<file path="config.mk">
export PLATFORM = sky130hd
export DESIGN_NAME = bus_timeout_monitor
export DESIGN_NICKNAME = d
export VERILOG_FILES = /design/src/rtl/tmo_pkg.sv /design/src/rtl/tmo_cfg_regs.sv /design/src/rtl/tmo_fsm.sv /design/src/rtl/tmo_capture.sv /design/src/rtl/bus_timeout_monitor.sv
export SDC_FILE = /design/constraint.sdc
export NUM_CORES = 1
export LEC_CHECK = 0
export BUFFER_PORTS_ARGS = -buffer_cell sky130_fd_sc_hd__buf_2
export CAP_MARGIN = 40
export CORE_MARGIN = 10
export CORE_UTILIZATION = 38
export CTS_CLUSTER_SIZE = 28
export DETAILED_ROUTE_END_ITERATION = 10
export GPL_ROUTABILITY_DRIVEN = 1
export GPL_TIMING_DRIVEN = 0
export PLACE_DENSITY_LB_ADDON = 0.15
export SKIP_LAST_GASP = 1
export SYNTH_ARGS = -nofsm -noshare
export SYNTH_HDL_FRONTEND = slang
export SYNTH_SLANG_ARGS = --single-unit
</file>
<file path="constraint.sdc">
create_clock -name clk -period 2.69 [get_ports clk]
set_input_delay 0.1345 -clock clk [delete_from_list [all_inputs] [get_ports clk]]
set_output_delay 0.1345 -clock clk [all_outputs]
set_load 0.02 [all_outputs]
</file>
<file path="src/rtl/tmo_pkg.sv">
package tmo_pkg;

    typedef enum logic [1:0] {
        ST_IDLE = 2'd0,
        ST_PEND = 2'd1,
        ST_ERR  = 2'd2
    } tmo_state_e;

    localparam int IDX_W = 2;
    localparam logic [IDX_W-1:0] IDX_CTRL = 2'd0;
    localparam logic [IDX_W-1:0] IDX_ADDR = 2'd1;
    localparam logic [IDX_W-1:0] IDX_UID  = 2'd2;

endpackage

</file>
<file path="src/rtl/tmo_cfg_regs.sv">
module tmo_cfg_regs
    import tmo_pkg::*;
#(
    parameter int DATA_W            = 32,
    parameter int THR_W             = 16,
    parameter logic [THR_W-1:0] THR_RST = '1
) (
    input  logic              clk,
    input  logic              rst_n,
    input  logic              wr_i,
    input  logic [IDX_W-1:0]  idx_i,
    input  logic [DATA_W-1:0] wdata_i,
    output logic [THR_W-1:0]  thres_o,
    output logic              en_o,
    output logic              clr_o
);
    localparam int CLR_BIT = THR_W;
    localparam int EN_BIT  = THR_W + 1;

    logic ctrl_wr;

    assign ctrl_wr = wr_i && (idx_i == IDX_CTRL);
    assign clr_o   = ctrl_wr && wdata_i[CLR_BIT];

    always_ff @(posedge clk or negedge rst_n) begin
        if (!rst_n) begin
            thres_o <= THR_RST;
            en_o    <= 1'b1;
        end else if (ctrl_wr) begin
            thres_o <= wdata_i[THR_W-1:0];
            en_o    <= wdata_i[EN_BIT];
        end
    end


    ctrl_hold_chk: assert property (@(posedge clk) disable iff (!rst_n)
        !ctrl_wr |=> ($stable(thres_o) && $stable(en_o)));

endmodule

</file>
<file path="src/rtl/tmo_fsm.sv">
module tmo_fsm
    import tmo_pkg::*;
#(
    parameter int THR_W = 16
) (
    input  logic             clk,
    input  logic             rst_n,
    input  logic             req_i,
    input  logic             ready_i,
    input  logic             en_i,
    input  logic [THR_W-1:0] thres_i,
    output logic             fire_o,
    output logic             abort_o
);
    tmo_state_e       st_q, st_n;
    logic [THR_W-1:0] cnt_q, cnt_n;

    always_ff @(posedge clk or negedge rst_n) begin
        if (!rst_n) begin
            st_q  <= ST_IDLE;
            cnt_q <= '0;
        end else begin
            st_q  <= st_n;
            cnt_q <= cnt_n;
        end
    end

    always_comb begin
        st_n   = st_q;
        cnt_n  = cnt_q;
        fire_o = 1'b0;
        unique case (st_q)
            ST_IDLE, ST_PEND: begin
                if (!req_i || ready_i) begin
                    st_n  = ST_IDLE;
                    cnt_n = '0;
                end else if (en_i && (cnt_q >= thres_i)) begin
                    st_n   = ST_ERR;
                    cnt_n  = '0;
                    fire_o = 1'b1;
                end else begin
                    st_n  = ST_PEND;
                    cnt_n = en_i ? cnt_q + 1'b1 : cnt_q;
                end
            end
            ST_ERR: begin
                st_n  = ST_IDLE;
                cnt_n = '0;
            end
            default: begin
                st_n  = ST_IDLE;
                cnt_n = '0;
            end
        endcase
    end

    always_comb begin
        abort_o = (st_q == ST_ERR);
    end


    err_single_chk: assert property (@(posedge clk) disable iff (!rst_n)
        (st_q == ST_ERR) |=> (st_q != ST_ERR));


    no_abort_disabled_chk: assert property (@(posedge clk) disable iff (!rst_n)
        (!en_i && st_q != ST_ERR) |=> (st_q != ST_ERR));


    idle_cnt_zero_chk: assert property (@(posedge clk) disable iff (!rst_n)
        (st_q == ST_IDLE) |-> (cnt_q == '0));

endmodule

</file>
<file path="src/rtl/tmo_capture.sv">
module tmo_capture #(
    parameter int ADDR_W = 32,
    parameter int ID_W   = 5,
    parameter int PERM_W = 2,
    localparam int UID_W = ID_W + PERM_W
) (
    input  logic              clk,
    input  logic              rst_n,
    input  logic              fire_i,
    input  logic              clr_i,
    input  logic [ADDR_W-1:0] addr_i,
    input  logic [ID_W-1:0]   id_i,
    input  logic [PERM_W-1:0] perm_i,
    output logic              irq_o,
    output logic [ADDR_W-1:0] addr_o,
    output logic [UID_W-1:0]  uid_o
);
    logic take;

    assign take = fire_i && (!irq_o || clr_i);

    always_ff @(posedge clk or negedge rst_n) begin
        if (!rst_n) begin
            irq_o  <= 1'b0;
            addr_o <= '0;
            uid_o  <= '0;
        end else begin
            if (fire_i)     irq_o <= 1'b1;
            else if (clr_i) irq_o <= 1'b0;
            if (take)       addr_o <= addr_i;
            if (take)       uid_o  <= {perm_i, id_i};
            else if (clr_i) uid_o  <= '0;
        end
    end


    capture_addr_chk: assert property (@(posedge clk) disable iff (!rst_n)
        $rose(irq_o) |-> (addr_o == $past(addr_i)));


    clear_uid_chk: assert property (@(posedge clk) disable iff (!rst_n)
        (clr_i && !fire_i) |=> (!irq_o && uid_o == '0));


    first_wins_chk: assert property (@(posedge clk) disable iff (!rst_n)
        (irq_o && !clr_i) |=> ($stable(addr_o) && $stable(uid_o)));

endmodule

</file>
<file path="src/rtl/bus_timeout_monitor.sv">
module bus_timeout_monitor
    import tmo_pkg::*;
#(
    parameter int DATA_W  = 32,
    parameter int THR_W   = 16,
    parameter int ID_W    = 5,
    parameter int PERM_W  = 2,
    parameter logic [THR_W-1:0] THR_RST = '1
) (
    input  logic              clk,
    input  logic              rst_n,
    input  logic              mst_req,
    input  logic [DATA_W-1:0] mst_addr,
    input  logic [ID_W-1:0]   mst_id,
    input  logic [PERM_W-1:0] mst_perm,
    output logic              mst_ready,
    output logic              mst_err,
    output logic              slv_req,
    input  logic              slv_ready,
    input  logic              slv_err,
    input  logic              reg_wr,
    input  logic [IDX_W-1:0]  reg_idx,
    input  logic [DATA_W-1:0] reg_wdata,
    output logic [DATA_W-1:0] reg_rdata,
    output logic              irq
);
    localparam int UID_W = ID_W + PERM_W;

    logic [THR_W-1:0]  thres;
    logic              en, clr, fire, abort;
    logic [DATA_W-1:0] cap_addr;
    logic [UID_W-1:0]  cap_uid;

    tmo_cfg_regs #(.DATA_W(DATA_W), .THR_W(THR_W), .THR_RST(THR_RST)) u_cfg (
        .clk(clk), .rst_n(rst_n), .wr_i(reg_wr), .idx_i(reg_idx),
        .wdata_i(reg_wdata), .thres_o(thres), .en_o(en), .clr_o(clr)
    );

    tmo_fsm #(.THR_W(THR_W)) u_fsm (
        .clk(clk), .rst_n(rst_n), .req_i(mst_req), .ready_i(slv_ready),
        .en_i(en), .thres_i(thres), .fire_o(fire), .abort_o(abort)
    );

    tmo_capture #(.ADDR_W(DATA_W), .ID_W(ID_W), .PERM_W(PERM_W)) u_cap (
        .clk(clk), .rst_n(rst_n), .fire_i(fire), .clr_i(clr),
        .addr_i(mst_addr), .id_i(mst_id), .perm_i(mst_perm),
        .irq_o(irq), .addr_o(cap_addr), .uid_o(cap_uid)
    );

    always_comb begin
        slv_req   = mst_req && !abort;
        mst_ready = abort ? 1'b1 : slv_ready;
        mst_err   = abort ? 1'b1 : slv_err;
    end

    always_comb begin
        reg_rdata = '0;
        unique case (reg_idx)
            IDX_CTRL: reg_rdata = {{(DATA_W-THR_W-2){1'b0}}, en, 1'b0, thres};
            IDX_ADDR: reg_rdata = cap_addr;
            IDX_UID:  reg_rdata = {{(DATA_W-UID_W){1'b0}}, cap_uid};
            default:  reg_rdata = '0;
        endcase
    end


    irq_with_err_chk: assert property (@(posedge clk) disable iff (!rst_n)
        $rose(irq) |-> (mst_ready && mst_err && !slv_req));

endmodule

</file>
==> metrics.yaml <==
status: "finished clean"
die_h_um: 120.8
finClkSkew_ns: 0.007492
end_kind: "flop"
max_clock_freq_ghz: 0.3856
die_x_um: 120.8
hold_path_startpoint: "reg_wdata[5]"
cp_cell_sequence: "inv_1, ha_1, nand4_1, nor2_2, or4b_4, nand4_4, nand4_4, buf_8, buf_12, mux2_4"
grt_overflow: 0
clk_pin_slew_worst_paths_ns: 0.08
synth_top_area_share_pct: 37.58
htree_levels: 3
crit_path_start_kind: "flop"
final_common_cell: "buf_2"
relSlewSlack_pct: 53.30
synth_edf_count: 0
dp_hpwl_um: 7736
cp.required_ns: 2.93
area_growth_pct: 34.11
synth_xor_area_share_pct: 2.948
layout_min_cycle_time_ns: 2.593
wl_per_cell_um: 15.62
cts_tree: "yes"
synthSimpleGateAreaFrac_pct: 15.94
arrival_ns: 2.83
hold_path_depth: 3
gp_congestion: 0.8037
dieArea_um2: 14600
worst_slew_pin_slew_ns: 0.7004
finalPower_uw: 2617
num_antenna_cells: 0
yosys_warnings: 0
synth_compound_area_share_pct: 5.993
grt_pass1_wl_um: 16690
cts.sinks: 75
startpoint: "u_cfg.thres_o[12]$_DFFE_PN1P_"
antenna_found_initial: 0
io_buffers: 100
syn_inst: 367
drc: 0
final_nets: 607
finalWorstSetupSlack_ns: 0.09670
crit_path_frequent_cell: "nand4_4"
grt_pass1_vias: 3396
p_per_area_nw_per_um2: 505.2
drt_pass1_iterations: 4
criticalPathCategory: "reg -> reg"
grt.total_usage_pct: 14.31
slowest_stage: "dfstp_2"
core_um2: 9819
period_share_pct: 96.41
synth_area_leader_cell: "dfrtp_1"
clockRootBuffer: "clkbuf_8"
pre_cts_ws_ns: -0.2286
synth_seq_cells: 75
syn_nets: 463
r2r_slack_ns: 0.1
synth_top_family_by_area: "multiplexers"
cap_violations: 0
start_util_pct: 39.33
cts_buffers: 9
drtIter0Drc: 99
synth_ff_type: "dfrtp_1"
grt_max_degree: 42
slew_viol_final: 0
worst-path-max-fanout: 7
ir_drop_uv: 199.1
max_stage_delay_ns: 0.53
leakagePower_uw: 0.002671
utilization_pct: 52.75
via_count: 3076
synthMuxAreaShare_pct: 16.13
min_to: "u_cfg.thres_o[5]$_DFFE_PN1P_"
num_rows: 36
rsz0062_at_grt: "yes"
synthArstFlopShare_pct: 100.0
synth-seq-area-share_pct: 49.14
drive_gt1_share_pct: 38.18
holdCritPathClass: "in -> reg"
synth.distinct_cells: 40
syn_area_per_cell_um2: 10.52
io_pins: 115
reg2reg_to: "u_cap.addr_o[0]$_DFFE_PN0P_"
synth_fa_ha_area_share_pct: 5.507
final_cell_mix: "101 x buf_2, 58 x dfrtp_1, 43 x nand2_1"
clk_latency_ns: 0.35
cts_buffer_depth: 2
final_hold_viol_count: 0
vias_per_cell: 4.740
finalSetupTns_ns: 0
postRouteAntennaNets: 0
synth_area_leaders: "dfrtp_1 38%, dfstp_2 12%, mux2_2 8.7%"
drt-total-wl_um: 10140
syn_area_um2: 3862
r2r-start: "u_cfg.thres_o[12]$_DFFE_PN1P_"
reg2regPathDepth: 10
setup_viol: 0
## cells in the mapped netlist, types with 3 or more instances
library cell / count
buf_1: 3
xor2_1: 9
o21ai_0: 26
mux2_2: 30
nor2b_1: 3
a21oi_1: 6
nor2_1: 30
and3_1: 3
ha_1: 17
nand4_1: 6
and2_1: 18
inv_1: 26
clkbuf_1: 7
dfrtp_1: 58
xnor2_1: 4
mux2i_1: 24
mux2_4: 3
nand2b_1: 5
nand3_1: 5
dfstp_2: 17
nand2_1: 43
## layer usage
layer  share of wire, %  vias to the layer above  track usage (%)
met3                4.4                       22            3.443
met1                 43                     1461            16.11
met5                  0                        -                0
li1                   -                     1526                -
met2                 50                       67            24.66
met4                2.9                        0            7.240
## report_power, final
group          leakage, uW  switching (uW)  total, uW  internal (uW)
Sequential        0.000987            31.2       1240           1210
Combinational      0.00157             212        385            172
Clock             0.000113             422        994            572
## flip-flops by register name, indices dropped and copies added (netlist names)
register / count
u_cfg.en_o: 1
u_fsm.cnt_q: 16
u_cap.addr_o: 32
u_cfg.thres_o: 16
u_cap.irq_o: 1
u_fsm.st_q: 2
u_cap.uid_o: 7
## worst max path at each step
stage,endpoint,cells past startpoint,slack (ns)
after floorplan,u_cap.addr_o[0]$_DFFE_PN0P_,10,0.16
after global placement,u_cap.addr_o[1]$_DFFE_PN0P_,10,-0.22
after detailed placement,u_cap.addr_o[0]$_DFFE_PN0P_,9,-0.23
after CTS,u_cap.addr_o[0]$_DFFE_PN0P_,10,-0.007
after global routing,u_cap.addr_o[0]$_DFFE_PN0P_,10,-0.006
final,u_cap.addr_o[0]$_DFFE_PN0P_,10,0.1
## cell type report
type                       count  area, um^2
timing repair buffer         134       833.3
tap                          133       166.4
fill                         909        4639
multi-input combinational    252        1878
inverter                      26       97.59
buffer                        13       78.83
sequential                    75        1898
clock buffer                  12       155.1
clock inverter                 4       72.57
## critical path: cells and delay by family (launching register included)
kind	cells	cell delay [ns]
adder cells (fa/ha/maj)	1	0.27
buffers and inverters	3	0.36
flip-flops	1	0.53
multiplexers	1	0.29
AND/OR/NAND/NOR	5	1.02
## per-stage QoR
stage	hold WS, ns	instance area, um^2	cells
floorplan	-0.1611	3862	367
finish	0.01106	5180	649
global placement	0.3435	4529	600
detailed placement	0.1206	4552	601
global route	0.003215	5180	649
CTS	0.0002457	5017	637
## logic make-up after synthesis
group	Yosys count
fa+ha+maj	17
mux	57
flops	75
compound gates	41
xor+xnor	13
simple gates	124
buf+inv	40
## timing repair
item	CTS	global route
pin swaps	3	8
setup buffers	2	11
setup endpoints to repair	50	38
cloned	0	0
gates resized for setup	7	9
hold buffers	19	1
endpoints found under the hold margin	47	1
No activity file was read; power rests on OpenSTA's default activity.
